### src/rtl/sio_pkg.sv
package sio_pkg;

    localparam int FRAME_W = 12;

    typedef enum logic [1:0] {
        MD_MST = 2'd0,
        MD_SLV = 2'd1,
        MD_A7  = 2'd2,
        MD_A8  = 2'd3
    } xmode_e;

    typedef struct packed {
        xmode_e mode;
        logic   ext_clk;
        logic   two_stop;
        logic   par_odd;
        logic   par_en;
        logic   rx_en;
        logic   tx_en;
    } ctrl_t;

    localparam logic [1:0] A_DATA = 2'd0;
    localparam logic [1:0] A_STAT = 2'd1;
    localparam logic [1:0] A_CTRL = 2'd2;

    localparam int ST_RXNE = 0;
    localparam int ST_TXSP = 1;
    localparam int ST_OVR  = 2;

    function automatic logic par_bit(input logic [7:0] d, input logic seven, input logic odd);
        return (^(seven ? {1'b0, d[6:0]} : d)) ^ odd;
    endfunction

    function automatic logic [FRAME_W-1:0] async_frame(input logic [7:0] d, input logic seven,
                                                       input logic pe, input logic po);
        logic [FRAME_W-1:0] f;
        f    = '1;
        f[0] = 1'b0;
        if (seven) begin
            f[7:1] = d[6:0];
            if (pe) f[8] = par_bit(d, 1'b1, po);
        end else begin
            f[8:1] = d;
            if (pe) f[9] = par_bit(d, 1'b0, po);
        end
        return f;
    endfunction

    function automatic logic [3:0] async_len(input logic seven, input logic pe, input logic ts);
        return (seven ? 4'd9 : 4'd10) + {3'b0, pe} + {3'b0, ts};
    endfunction

endpackage

### src/rtl/sio_fifo.sv
module sio_fifo #(
    parameter int W     = 8,
    parameter int DEPTH = 2
) (
    input  logic                       clk,
    input  logic                       rst,
    input  logic                       flush,
    input  logic                       push,
    input  logic [W-1:0]               din,
    input  logic                       pop,
    output logic [W-1:0]               dout,
    output logic                       full,
    output logic                       empty,
    output logic [$clog2(DEPTH+1)-1:0] count
);
    localparam int AW = $clog2(DEPTH);
    localparam int CW = $clog2(DEPTH+1);

    logic [W-1:0]  mem [DEPTH];
    logic [AW-1:0] wp, rp;
    logic          do_push, do_pop;

    assign full    = (count == CW'(DEPTH));
    assign empty   = (count == '0);
    assign do_pop  = pop && !empty;
    assign do_push = push && (!full || do_pop);
    assign dout    = mem[rp];

    function automatic logic [AW-1:0] nxt(input logic [AW-1:0] p);
        return (p == AW'(DEPTH-1)) ? '0 : p + 1'b1;
    endfunction

    always_ff @(posedge clk) begin
        if (rst || flush) begin
            wp    <= '0;
            rp    <= '0;
            count <= '0;
        end else begin
            if (do_push) begin
                mem[wp] <= din;
                wp      <= nxt(wp);
            end
            if (do_pop) rp <= nxt(rp);
            count <= count + CW'(do_push) - CW'(do_pop);
        end
    end
endmodule

### src/rtl/sio_tx.sv
module sio_tx
    import sio_pkg::*;
(
    input  logic       clk,
    input  logic       rst,
    input  logic       en,
    input  xmode_e     mode,
    input  logic       par_en,
    input  logic       par_odd,
    input  logic       two_stop,
    input  logic       os_tick,
    input  logic       ext_rise,
    input  logic       ext_fall,
    input  logic       have_data,
    input  logic [7:0] din,
    output logic       pop,
    output logic       txd,
    output logic       sclk_out,
    output logic       mst_sample,
    output logic       busy
);
    logic [FRAME_W-1:0] sh;
    logic [3:0]         left;
    logic [3:0]         sub;
    logic               master;

    assign master     = (mode == MD_MST);
    assign pop        = en && !busy && have_data;
    assign txd        = busy ? sh[0] : 1'b1;
    assign sclk_out   = !(busy && master) || sub[3];
    assign mst_sample = busy && master && os_tick && (sub == 4'd7);

    always_ff @(posedge clk) begin
        if (rst || !en) begin
            busy <= 1'b0;
            sh   <= '1;
            left <= '0;
            sub  <= '0;
        end else if (!busy) begin
            sub <= '0;
            if (have_data) begin
                busy <= 1'b1;
                if (mode[1]) begin
                    sh   <= async_frame(din, mode == MD_A7, par_en, par_odd);
                    left <= async_len(mode == MD_A7, par_en, two_stop);
                end else begin
                    sh   <= {{(FRAME_W-8){1'b1}}, din};
                    left <= 4'd8;
                end
            end
        end else if (mode == MD_SLV) begin
            if (ext_rise) begin
                if (left == 4'd1) busy <= 1'b0;
                else              sub[0] <= 1'b1;
            end else if (ext_fall && sub[0]) begin
                sub[0] <= 1'b0;
                sh     <= {1'b1, sh[FRAME_W-1:1]};
                left   <= left - 1'b1;
            end
        end else if (os_tick) begin
            sub <= sub + 1'b1;
            if (sub == 4'hF) begin
                sh   <= {1'b1, sh[FRAME_W-1:1]};
                left <= left - 1'b1;
                if (left == 4'd1) busy <= 1'b0;
            end
        end
    end
endmodule

### src/rtl/sio_rx.sv
module sio_rx
    import sio_pkg::*;
(
    input  logic       clk,
    input  logic       rst,
    input  logic       en,
    input  xmode_e     mode,
    input  logic       par_en,
    input  logic       os_tick,
    input  logic       sync_sample,
    input  logic       rxd,
    output logic       done,
    output logic [7:0] data
);
    logic       active;
    logic [3:0] sub;
    logic [3:0] bidx;
    logic [3:0] db;
    logic [2:0] slot;

    assign db   = (mode == MD_A7) ? 4'd7 : 4'd8;
    assign slot = bidx[2:0] - 3'd1;

    always_ff @(posedge clk) begin
        done <= 1'b0;
        if (rst || !en) begin
            active <= 1'b0;
            sub    <= '0;
            bidx   <= '0;
            data   <= '0;
        end else if (!mode[1]) begin
            if (sync_sample) begin
                data[bidx[2:0]] <= rxd;
                if (bidx == 4'd7) begin
                    bidx <= '0;
                    done <= 1'b1;
                end else begin
                    bidx <= bidx + 1'b1;
                end
            end
        end else if (!active) begin
            if (os_tick && !rxd) begin
                active <= 1'b1;
                sub    <= '0;
                bidx   <= '0;
                data   <= '0;
            end
        end else if (os_tick) begin
            sub <= sub + 1'b1;
            if (sub == 4'd7) begin
                bidx <= bidx + 1'b1;
                if (bidx == 4'd0) begin
                    if (rxd) active <= 1'b0;
                end else if (bidx <= db) begin
                    data[slot] <= rxd;
                end else if (par_en && bidx == db + 4'd1) begin
                    active <= 1'b1;
                end else begin
                    done   <= 1'b1;
                    active <= 1'b0;
                end
            end
        end
    end
endmodule

### src/rtl/sio_port.sv
module sio_port
    import sio_pkg::*;
#(
    parameter int OS_DIV   = 4,
    parameter int TX_DEPTH = 2,
    parameter int RX_DEPTH = 2
) (
    input  logic       clk,
    input  logic       rst,
    input  logic       reg_we,
    input  logic       reg_re,
    input  logic [1:0] reg_addr,
    input  logic [7:0] reg_wdata,
    output logic [7:0] reg_rdata,
    input  logic       rxd,
    output logic       txd,
    input  logic       sclk_in,
    output logic       sclk_out,
    output logic       sclk_oe
);
    localparam int DW  = (OS_DIV > 1) ? $clog2(OS_DIV) : 1;
    localparam int TCW = $clog2(TX_DEPTH+1);
    localparam int RCW = $clog2(RX_DEPTH+1);

    ctrl_t          ctrl_q;
    logic           ovr_q, hold_q;
    logic [7:0]     hold_d;
    logic [1:0]     rx_s;
    logic [2:0]     ck_s;
    logic [DW-1:0]  div_q;
    logic           div_tick, ext_rise, ext_fall, os_tick, sync_sample;
    logic           tx_full, tx_empty, tx_pop, tx_push, mst_sample, tx_busy;
    logic [7:0]     tx_dout;
    logic [TCW-1:0] tx_cnt;
    logic           rx_full, rx_empty, rx_pop, rx_push, rx_done, overrun;
    logic [7:0]     rx_dout, rx_data, rx_pdata;
    logic [RCW-1:0] rx_cnt;

    assign div_tick    = (div_q == DW'(OS_DIV-1));
    assign ext_rise    = ck_s[1] && !ck_s[2];
    assign ext_fall    = !ck_s[1] && ck_s[2];
    assign os_tick     = ctrl_q.ext_clk ? ext_rise : div_tick;
    assign sync_sample = (ctrl_q.mode == MD_MST) ? mst_sample : ext_rise;
    assign sclk_oe     = (ctrl_q.mode == MD_MST);

    assign tx_push  = reg_we && (reg_addr == A_DATA) && ctrl_q.tx_en;
    assign rx_pop   = reg_re && (reg_addr == A_DATA) && !rx_empty;
    assign rx_push  = (rx_pop && hold_q) || (rx_done && !rx_full);
    assign rx_pdata = (rx_pop && hold_q) ? hold_d : rx_data;
    assign overrun  = rx_done && rx_full && hold_q && !rx_pop;

    always_ff @(posedge clk) begin
        if (rst) begin
            rx_s  <= '1;
            ck_s  <= '1;
            div_q <= '0;
        end else begin
            rx_s  <= {rx_s[0], rxd};
            ck_s  <= {ck_s[1:0], sclk_in};
            div_q <= div_tick ? '0 : div_q + 1'b1;
        end
    end

    always_ff @(posedge clk) begin
        if (rst) begin
            ctrl_q <= '0;
            ovr_q  <= 1'b0;
            hold_q <= 1'b0;
            hold_d <= '0;
        end else begin
            if (reg_we && reg_addr == A_CTRL) ctrl_q <= ctrl_t'(reg_wdata);
            if (overrun) ovr_q <= 1'b1;
            else if (reg_we && reg_addr == A_STAT && !reg_wdata[ST_OVR]) ovr_q <= 1'b0;
            if (!ctrl_q.rx_en) begin
                hold_q <= 1'b0;
            end else if (rx_done && rx_full) begin
                hold_q <= 1'b1;
                hold_d <= rx_data;
            end else if (rx_pop && hold_q) begin
                hold_q <= 1'b0;
            end
        end
    end

    always_comb begin
        case (reg_addr)
            A_DATA:  reg_rdata = rx_dout;
            A_STAT:  reg_rdata = {5'b0, ovr_q, !tx_full, !rx_empty};
            A_CTRL:  reg_rdata = ctrl_q;
            default: reg_rdata = '0;
        endcase
    end

    sio_fifo #(.W(8), .DEPTH(TX_DEPTH)) u_txq (
        .clk(clk), .rst(rst), .flush(!ctrl_q.tx_en), .push(tx_push), .din(reg_wdata),
        .pop(tx_pop), .dout(tx_dout), .full(tx_full), .empty(tx_empty), .count(tx_cnt)
    );

    sio_fifo #(.W(8), .DEPTH(RX_DEPTH)) u_rxq (
        .clk(clk), .rst(rst), .flush(!ctrl_q.rx_en), .push(rx_push), .din(rx_pdata),
        .pop(rx_pop), .dout(rx_dout), .full(rx_full), .empty(rx_empty), .count(rx_cnt)
    );

    sio_tx u_tx (
        .clk(clk), .rst(rst), .en(ctrl_q.tx_en), .mode(ctrl_q.mode), .par_en(ctrl_q.par_en),
        .par_odd(ctrl_q.par_odd), .two_stop(ctrl_q.two_stop), .os_tick(os_tick),
        .ext_rise(ext_rise), .ext_fall(ext_fall), .have_data(!tx_empty), .din(tx_dout),
        .pop(tx_pop), .txd(txd), .sclk_out(sclk_out), .mst_sample(mst_sample), .busy(tx_busy)
    );

    sio_rx u_rx (
        .clk(clk), .rst(rst), .en(ctrl_q.rx_en), .mode(ctrl_q.mode), .par_en(ctrl_q.par_en),
        .os_tick(os_tick), .sync_sample(sync_sample), .rxd(rx_s[1]),
        .done(rx_done), .data(rx_data)
    );
endmodule

### config.mk
export PLATFORM = sky130hd
export DESIGN_NAME = sio_port
export DESIGN_NICKNAME = d
export VERILOG_FILES = /design/src/rtl/sio_pkg.sv /design/src/rtl/sio_fifo.sv /design/src/rtl/sio_tx.sv /design/src/rtl/sio_rx.sv /design/src/rtl/sio_port.sv
export SDC_FILE = /design/constraint.sdc
export NUM_CORES = 1
export LEC_CHECK = 0
export BUFFER_PORTS_ARGS = -buffer_cell sky130_fd_sc_hd__buf_2
export CORE_MARGIN = 3
export CORE_UTILIZATION = 45
export DETAILED_ROUTE_END_ITERATION = 10
export PLACE_DENSITY_LB_ADDON = 0.08
export SYNTH_ARGS = -nofsm -noshare
export SYNTH_HDL_FRONTEND = slang
export SYNTH_SLANG_ARGS = --single-unit
### constraint.sdc
create_clock -name clk -period 5.93 [get_ports clk]
set_clock_uncertainty 0.05 [all_clocks]
set_input_delay 0.593 -clock clk [delete_from_list [all_inputs] [get_ports clk]]
set_output_delay 0.593 -clock clk [all_outputs]
set_load 0.01 [all_outputs]
* After elaboration in Yosys (flattened, before gate mapping)
Memory sizes are Yosys's and may differ from the RTL's. A register that Yosys moved wholly into a read port is not among the register bits.
Cells that the tools add are included.
** Operators by class
- Add/subtract/negate cells :: 17
- Order comparisons :: 5
- Eq/ne operators :: 26
- Multiplexer cells :: 97
- Bitwise gates (word level) :: 5
- Reductions and logical operators :: 69
** Operator list (count)
- 12-bit 2-to-1 mux :: 7
- 8-bit 2-to-1 mux :: 10
- 4-bit 2-to-1 mux :: 18
- 1-bit 2-to-1 mux :: 55
- 1-bit logical AND :: 28
- 3-bit != test, second input constant :: 8
- 8-bit case mux with 3 select lines :: 1
- 4-bit by 1-bit adder with 4-bit output, second input constant :: 4
- 8-bit bitwise mux :: 2
- 8-bit parity :: 2
- 1-bit logical NOT :: 13
- 4-bit by 3-bit equality test with 1-bit output, second input constant :: 3
- 2-bit equality test, second input constant :: 5
- 10-bit 2-to-1 mux :: 1
- 2-bit nonzero test :: 5
- 4-bit by 1-bit adder with 4-bit output :: 2
- 2-bit logical NOT :: 4
- 3-bit by 4-bit less-than comparator with 1-bit output, second input constant :: 2
- 1-bit demux with 3-bit select :: 2
- 3-bit by 1-bit greater-or-equal comparator with 1-bit output, second input constant :: 2
- 1-bit logical OR :: 6
- 3-bit by 2-bit != test with 1-bit output, second input constant :: 2
- 3-bit AND reduction :: 2
- 6-bit AND reduction :: 1
- other kinds (21) :: 34
** Word-level totals
- Flip-flop bits (word level) :: 72
- Memory bits (writable) :: 32
- Bits of input ports :: 16
- Output and inout bits :: 11
- Logic and storage cells :: 250
- Memories kept :: 2
** Memory list
- u_rxq.mem :: words 2, width 8, read ports 1, clocked after memory_dff 1, wr ports 1, line sio_fifo.sv:19 : logic [W-1:0] mem [DEPTH];
- u_txq.mem :: words 2, width 8, read ports 1, clocked after memory_dff 1, wr ports 1, line sio_fifo.sv:19

* Longest topological paths before layout
Gate-level depths: netlist of run 1.
- Depth after elaboration :: 12
- Depth in mapped cells :: 11
- Depth with buffers taken out :: 10

* Cells and area by module
Synthesis of run 1 repeated with hierarchy kept, for this count alone.
** Second synthesis, totals
- Cells, all modules :: 571
- Area, all modules :: 5524.0 um2
** Modules (own cells, without submodules)
- sio_fifo :: instances 2, cells an instance 51, area an instance 820.8 um2, sequential area each 580.6 um2
- sio_rx :: instances 1, cells an instance 193, area an instance 1478.9 um2, sequential area each 360.3 um2
- sio_port :: instances 1, cells an instance 132, area an instance 1202.4 um2, sequential area each 500.5 um2
- sio_tx :: instances 1, cells an instance 144, area an instance 1201.2 um2, sequential area each 380.4 um2

* Worst setup path after synthesis of run 1
Ideal clock, no wire load.
- Path kind :: reg2reg
- Start :: register ctrl_q[6] (netlist bit)
- End :: register u_rx.data[6]
- Setup time :: 0.116 ns
- Data arrival time :: 2.372 ns
- Data required time :: 5.764 ns
- Path slack :: 3.392 ns
- Cell stages (with the launch flop) :: 12
- Path buffers :: 2
- Clock period less this slack :: 2.538 ns
- Cell sequence :: dfxtp_1 buf_2 nor2b_1 inv_1 ha_1 a21o_1 nor3b_1 o31ai_1 a21oi_1 buf_2 a21oi_1 a41o_1
** Between the ends
- Longest elaborated chain between the ends :: 7
- Elaborated cells between the ends (all ways) :: 11
- Classes of those cells :: 1 x order compare; 2 x eq/ne; 2 x mux; 6 x reduce/logical
** Ends and longest elaborated chain
- start, declared :: line sio_port.sv:25 : ctrl_t ctrl_q;
- start signal, assigned :: line sio_port.sv:71 : if (reg_we && reg_addr == A_CTRL) ctrl_q <= ctrl_t'(reg_wdata);
- parallel branches: the longest is 6 deep, another holds 4-bit <= comparator
- 6-bit AND reduction (no source line) (*)
- end signal, assigned by index :: line sio_rx.sv:33 : data[bidx[2:0]] <= rxd;
- end signal, assigned by index :: line sio_rx.sv:55 : data[slot] <= rxd;
- end, declared :: line sio_rx.sv:13 : output logic [7:0] data
Mark *: on every way between the ends.
A chain may end at the register's enable or synchronous reset.

* Worst setup path in the final report of run 1
- Start :: register u_rx.bidx[0]
- End :: register u_rx.data[7]
** Between the ends
- Longest elaborated chain between the ends :: 12
- Elaborated cells between the ends (all ways) :: 25
- Classes of those cells :: 1 x add/sub; 5 x order compare; 2 x eq/ne; 13 x mux; 4 x reduce/logical
** Ends and longest elaborated chain
- start, declared :: line sio_rx.sv:17 : logic [3:0] bidx;
- start signal, assigned :: line sio_rx.sv:38 : bidx <= bidx + 1'b1;
- start signal, assigned :: line sio_rx.sv:51 : bidx <= bidx + 1'b1;
- 3-bit by 1-bit subtractor with 3-bit output :: line sio_rx.sv:22 : assign slot = bidx[2:0] - 3'd1;
- 3-bit by 4-bit less-than comparator with 1-bit output (implied by the code) / 3-bit by 1-bit greater-or-equal comparator with 1-bit output (equally long branches) :: line sio_rx.sv:55
- 1-bit logical AND (implied by the code) :: line sio_rx.sv:55
- 1-bit 2-to-1 mux (implied by the code) :: line sio_rx.sv:55
- 1-bit demux with 3-bit select
- 8-bit bitwise mux :: line sio_rx.sv:55
- 8-bit 2-to-1 mux :: line sio_rx.sv:54 : end else if (bidx <= db) begin
- 8-bit 2-to-1 mux :: line sio_rx.sv:52 : if (bidx == 4'd0) begin
- 8-bit 2-to-1 mux :: line sio_rx.sv:50 : if (sub == 4'd7) begin
- 8-bit 2-to-1 mux :: line sio_rx.sv:48 : end else if (os_tick) begin
- 8-bit 2-to-1 mux :: line sio_rx.sv:41 : end else if (!active) begin
- 8-bit 2-to-1 mux :: line sio_rx.sv:31 : end else if (!mode[1]) begin
Parallel ways exist; a longest one is shown, timed or not. The select of a mux whose other input is x is not followed.

==> results.py, run 1 <==
metrics = {
    "sta": {
        "setup_viol": 0,
        "timing.final.ws_setup_ps": 2185,
        "slew_headroom": 0.3669,
        "rsz0062_at_grt": "false",
        "max_freq_mhz": 267.0,
        "fin_crit_ps": 3745,
        "worstMarginPinSlew_ps": 949.7,
        "slew_violations": 0,
        "finalCritPeriodShare": 0.6316,
        "setup_tns_ps": 0,
        "finalHoldViolations": 0,
    },
    "synthesis": {
        "synth_edf_count": 32,
        "seq_area_frac_synth": 0.4599,
        "synthArstFlopShare": 0,
        "syn_nets": 611,
        "yosys_most_used_dff": "dfxtp_1",
        "synth_area_um2": 5224,
        "synth-seq-cells": 104,
        "synthCells": 581,
        "ys_types": 57,
        "yosysWarnings": 0,
        "syn_avg_cell_area_um2": 8.991,
    },
    "clocking": {
        "clkLatencyLatePin_ps": 350,
        "htreeDepth": 3,
        "root_buffer": "clkbuf_16",
        "cts_tree": "yes",
        "cts_buffers": 9,
        "ctsHoldBuffers": 0,
        "clock_path_buffers": 2,
        "postCtsSetupRepairBufs": 0,
        "cts.repair.resized": 0,
        "clock_sinks": 104,
        "clk_pin_slew_worst_paths_ps": 70,
    },
    "routing": {
        "drt_iter0_drc": 240,
        "drt-vias-per-instance": 5.590,
        "remaining_drc_errors": 0,
        "dr_total_vias": 4103,
        "wl_per_cell_um": 16.26,
        "drtAntennaViolNets": 0,
        "routed_wl_um": 11940,
        "dr.pass1.iters": 5,
    },
    "die": {
        "core_area_um2": 11080,
        "dieArea_um2": 12940,
        "dieHeight_um": 113.7,
        "initial_core_util": 0.4715,
        "die_x_um": 113.7,
        "ios": 27,
        "placementRows": 38,
    },
    "outcome": {
        "outcome": "finished clean",
    },
    "setup_path": {
        "worst-path-buf-inv": 1,
        "critPathLaunchType": "flip-flop",
        "cp_slowest_cell": "dfxtp_1",
        "worstSetupPathType": "flip-flop to flip-flop",
        "crit_chain": "clkinv_1 -> ha_1 -> nor3b_1 -> a2111oi_0 -> o31ai_1 -> a21oi_1 -> o221ai_1 -> mux2i_1",
        "critPathMaxFanout": 23,
        "cpPeakStageDelay_ps": 800,
        "critical_path.top_delay_family": "compound AO/OA/AOI/OAI gates",
        "arrival_ps": 3940,
        "endpoint_kind": "flip-flop",
        "critPathRequiredTime_ps": 6120,
    },
    "layout": {
        "fin_nets": 619,
        "insertedDiodeCount": 0,
        "nFillCells": 1104,
        "drive_above_1_share": 0.1094,
        "syn_to_final_growth_pct": 9.389,
    },
    "pwr": {
        "vdd_drop_max_mv": 0.2132,
        "power_leakage_nw": 1.994,
        "powerDensity_nw_per_um2": 239.7,
    },
    "placed_design": {
        "place.gp.congestion": 0.8957,
        "pre_cts_slack_ps": 2251,
        "dp_hpwl_um": 8544,
        "port_buffers": 26,
    },
    "global_routing": {
        "gr-total-overflow": 0,
        "track_usage": 0.1955,
        "grt_pass1_vias": 3989,
        "antenna_found_initial": 0,
        "grt_max_degree": 34,
        "grt_pass1_wl_um": 19940,
    },
    "hold_path": {
        "hp-class": "flip-flop to flip-flop",
    },
    "flow_run": {
        "cap_violations": 0,
    },
}
## final timing paths
check | depth (start not counted) | startpoint | slack, ps | endpoint
setup / recovery | 8 | u_rx.bidx[0] | 2180 | u_rx.data[7]
hold / removal | 1 | rx_s[0] | 360 | rx_s[1]
setup reg to reg | 8 | u_rx.bidx[0] | 2180 | u_rx.data[7]
hold reg to reg | 1 | rx_s[0] | 360 | rx_s[1]
## where the power goes
group | switching (W) | internal, W
registers | 0.00000506 | 0.000735
logic | 0.0000339 | 0.0000189
clock network | 0.000275 | 0.000302
## layout make-up
cell class / count / area, µm² / share of cell area
clock inverter: 6 / 51.30 / 0.008977
clock buffer: 10 / 239.0 / 0.04182
timing repair buffer: 28 / 145.1 / 0.02540
multi-input combinational: 430 / 2641 / 0.4622
inverter: 16 / 60.06 / 0.01051
tap: 140 / 175.2 / 0.03065
sequential: 104 / 2402 / 0.4204
## metal layers
metal  global-route usage  vias to the layer above  wire length [µm]
met5                    0                        -                 0
met4              0.07933                        0               259
met3              0.03820                       17               341
met2               0.3243                       64              5779
met1               0.2504                     1949              5558
li1                     -                     2073                 -
## flip-flops by register name, summed over array words and instances (netlist names), 2 cells and up, named ones only
signal	flops
ck_s	3
ctrl_q	8
div_q	2
hold_d	8
rx_s	2
u_rx.bidx	4
u_rx.data	8
u_rx.sub	4
u_rxq.count	2
u_rxq.mem	16
u_tx.left	4
u_tx.sh	10
u_tx.sub	4
u_txq.count	2
u_txq.mem	16
## placed cells by master, fill, tap and decap left out, drive strengths merged, types with 4 or more instances in the layout
| master | instances |
|---|---|
| and2 | 9 |
| and3 | 5 |
| buf | 28 |
| o22ai | 7 |
| inv | 16 |
| nand2 | 91 |
| nor2b | 7 |
| a41o | 4 |
| edfxtp | 32 |
| xor2 | 13 |
| o21ai | 33 |
| ha | 14 |
| nand3 | 20 |
| clkinv | 5 |
| nand3b | 4 |
| nor3 | 11 |
| mux2 | 10 |
| nor3b | 5 |
| mux2i | 24 |
| clkbuf | 10 |
| a211oi | 12 |
| nand2b | 6 |
| nor2 | 48 |
| a21oi | 45 |
| a31oi | 5 |
| xnor2 | 14 |
| dfxtp | 72 |
| or2 | 6 |
| or3 | 7 |
## logic make-up after synthesis
group	synth area share
buffers and inverters	0.03449
multiplexers	0.07186
XOR/XNOR	0.04527
AND/OR/NAND/NOR	0.2067
adder cells (fa/ha/maj)	0.03353
AO/OA/AOI/OAI	0.1483
flip-flops	0.4599
## Yosys cell counts (all sizes together), types with 12 or more instances
master,instances,area (µm²)
clkbuf,25,93.84
nor2,48,180.2
xnor2,14,122.6
nand2,91,341.6
ha,14,175.2
o21ai,33,165.2
edfxtp,32,960.9
a21oi,45,225.2
dfxtp,72,1441
mux2i,24,240.2
nand3,20,100.1
a211oi,12,95.09
xor2,13,113.9
inv,14,52.55
## stage by stage
step                      power (W)  hold WS, ps  instance area (µm²)  utilization  cells
final                      0.001369        362.0                 5714       0.5158    734
after global routing       0.001428        366.2                 5714       0.5158    734
after CTS                  0.001387        357.5                 5714       0.5158    734
after detailed placement  0.0008091        347.1                 5424       0.4896    718
after global placement    0.0008080        340.8                 5424       0.4896    718
after floorplan           0.0007894        339.5                 5224            -    581
No activity file was read; power rests on OpenSTA's default activity.
==> run 2: changes to the inputs <==
==> constraint.sdc (replaced) <==
create_clock -name clk -period 3.37 [get_ports clk]
set_clock_uncertainty 0.05 [all_clocks]
set_input_delay 0.337 -clock clk [delete_from_list [all_inputs] [get_ports clk]]
set_output_delay 0.337 -clock clk [all_outputs]
set_load 0.01 [all_outputs]
==> run 2 against run 1 <==
Via count grew 2.3%; critical path type unchanged; hold slack lost 260 ps; die area is the same; register-to-register slack lost 1400 ps; sequential power grew 76%; setup slack lost 1400 ps; first-iteration DRC count grew 33%; final cell count grew 0.82%; critical path depth grew 1; maximum frequency grew 43%; cell area grew 0.83%.
==> results.py, run 2 (synthesized netlist as in run 1, its figures left out) <==
metrics = {
    "clocking": {
        "clock_path_buffers": 2,
        "postCtsSetupRepairBufs": 0,
        "clk_pin_slew_worst_paths_ps": 80,
        "clkLatencyLatePin_ps": 360,
        "cts.repair.resized": 0,
        "htreeDepth": 3,
        "ctsHoldBuffers": 0,
        "cts_buffers": 9,
        "root_buffer": "clkbuf_16",
        "clock_sinks": 104,
        "cts_tree": "yes",
    },
    "routing": {
        "drtAntennaViolNets": 0,
        "drt_iter0_drc": 318,
        "routed_wl_um": 11860,
        "dr.pass1.iters": 5,
        "wl_per_cell_um": 16.02,
        "drt-vias-per-instance": 5.670,
        "dr_total_vias": 4196,
        "remaining_drc_errors": 0,
    },
    "die": {
        "core_area_um2": 11080,
        "die_x_um": 113.7,
        "initial_core_util": 0.4715,
        "ios": 27,
        "placementRows": 38,
        "dieArea_um2": 12940,
        "dieHeight_um": 113.7,
    },
    "global_routing": {
        "grt_max_degree": 34,
        "grt_pass1_vias": 3912,
        "antenna_found_initial": 0,
        "grt_pass1_wl_um": 19480,
        "gr-total-overflow": 0,
        "track_usage": 0.1906,
    },
    "setup_path": {
        "critPathMaxFanout": 13,
        "worstSetupPathType": "flip-flop to flip-flop",
        "endpoint_kind": "flip-flop",
        "critPathRequiredTime_ps": 3570,
        "critPathLaunch": "u_rx.bidx[1]",
        "arrival_ps": 2820,
        "rr_startpoint": "u_rx.bidx[1]",
        "critPathLaunchType": "flip-flop",
    },
    "layout": {
        "layout_commonest_cell": "nand2_1",
        "seq_area_um2": 2402,
        "fin_cells": 740,
        "top_regs": "u_rxq.mem (16), u_txq.mem (16), u_tx.sh (10)",
        "fin_util": 0.5201,
        "syn_to_final_growth_pct": 10.30,
        "fin_nets": 625,
        "multi_input_area_um2": 2641,
        "final_cell_mix": "nand2_1 (91), dfxtp_1 (72), nor2_1 (48)",
        "insertedDiodeCount": 0,
        "nFillCells": 1064,
        "drive_above_1_share": 0.1183,
    },
    "sta": {
        "worstMarginPinSlew_ps": 750.7,
        "setup_tns_ps": 0,
        "slew_violations": 0,
        "setup_viol": 0,
        "slew_headroom": 0.4985,
        "rsz0062_at_grt": "false",
        "max_freq_mhz": 381.2,
        "finalHoldViolations": 0,
        "fin_crit_ps": 2623,
        "finalCritPeriodShare": 0.7785,
        "whs_ps": 106.6,
    },
    "placed_design": {
        "dp_hpwl_um": 8374,
        "port_buffers": 26,
        "place.gp.congestion": 0.8312,
        "placed_cells": 724,
    },
    "hold_path": {
        "worstHoldStart": "rxd",
        "hp-class": "primary input to flip-flop",
    },
    "pwr": {
        "vdd_drop_max_mv": 0.3481,
        "powerDensity_nw_per_um2": 424.3,
        "power_w": 0.002445,
        "power_leakage_nw": 2.029,
    },
    "outcome": {
        "outcome": "finished clean",
    },
    "flow_run": {
        "cap_violations": 0,
    },
}
## run 2: cell types whose count changed in the layout (fill, tap and decap cells not counted), sizes merged
cell    before  now
buf         28   34
inv         16   20
clkinv       5    2
clkbuf      10    9
## run 2: cell type report
type	count	share of cell area
flip-flops and latches	104	0.4169
clock inverters	7	0.01173
well taps	140	0.03040
inverters	16	0.01042
multi-input cells	430	0.4584
repair buffers	34	0.03301
clock buffers	9	0.03909
## run 2: path summary, 6_finish.rpt
kind	end	slack, ps	cells after the start
setup reg to reg	u_rx.data[7]	750	9
hold / removal	rx_s[0]	110	2
hold reg to reg	ck_s[1]	360	1
setup / recovery	u_rx.data[7]	750	9
## run 2: power breakdown
| group | switching (W) | internal (W) | leakage, nW |
|---|---|---|---|
| clock network | 0.000523 | 0.000526 | 0.143 |
| registers | 0.00000735 | 0.00129 | 0.874 |
| logic | 0.0000617 | 0.0000348 | 1.01 |
| total | 0.000592 | 0.00185 | 2.03 |
## run 2: metal layers
layer / track usage / share of wire / vias to the layer above
met2: 0.3274 / 0.49 / 69
met3: 0.03714 / 0.029 / 16
met5: 0 / 0 / -
met1: 0.2409 / 0.46 / 2025
met4: 0.06250 / 0.018 / 0
li1: - / - / 2086
## run 2: worst max-delay path: stages (launching register included)
cell and delay, ps:
dfxtp_1 540, inv_1 150, ha_1 280, nor3b_1 160, a2111oi_0 520, o31ai_1 160
a21oi_1 170, buf_4 200, o221ai_1 140, mux2i_1 140
## run 2: stage by stage
| step | area (µm²) | worst slack, ps |
|---|---|---|
| 2_1_floorplan | 5224 | 831.8 |
| 3_3_place_gp | 5469 | 704.0 |
| 3_5_place_dp | 5469 | 740.6 |
| 4_1_cts | 5762 | 742.5 |
| 5_1_grt | 5762 | 538.3 |
| 6_report | 5762 | 746.5 |
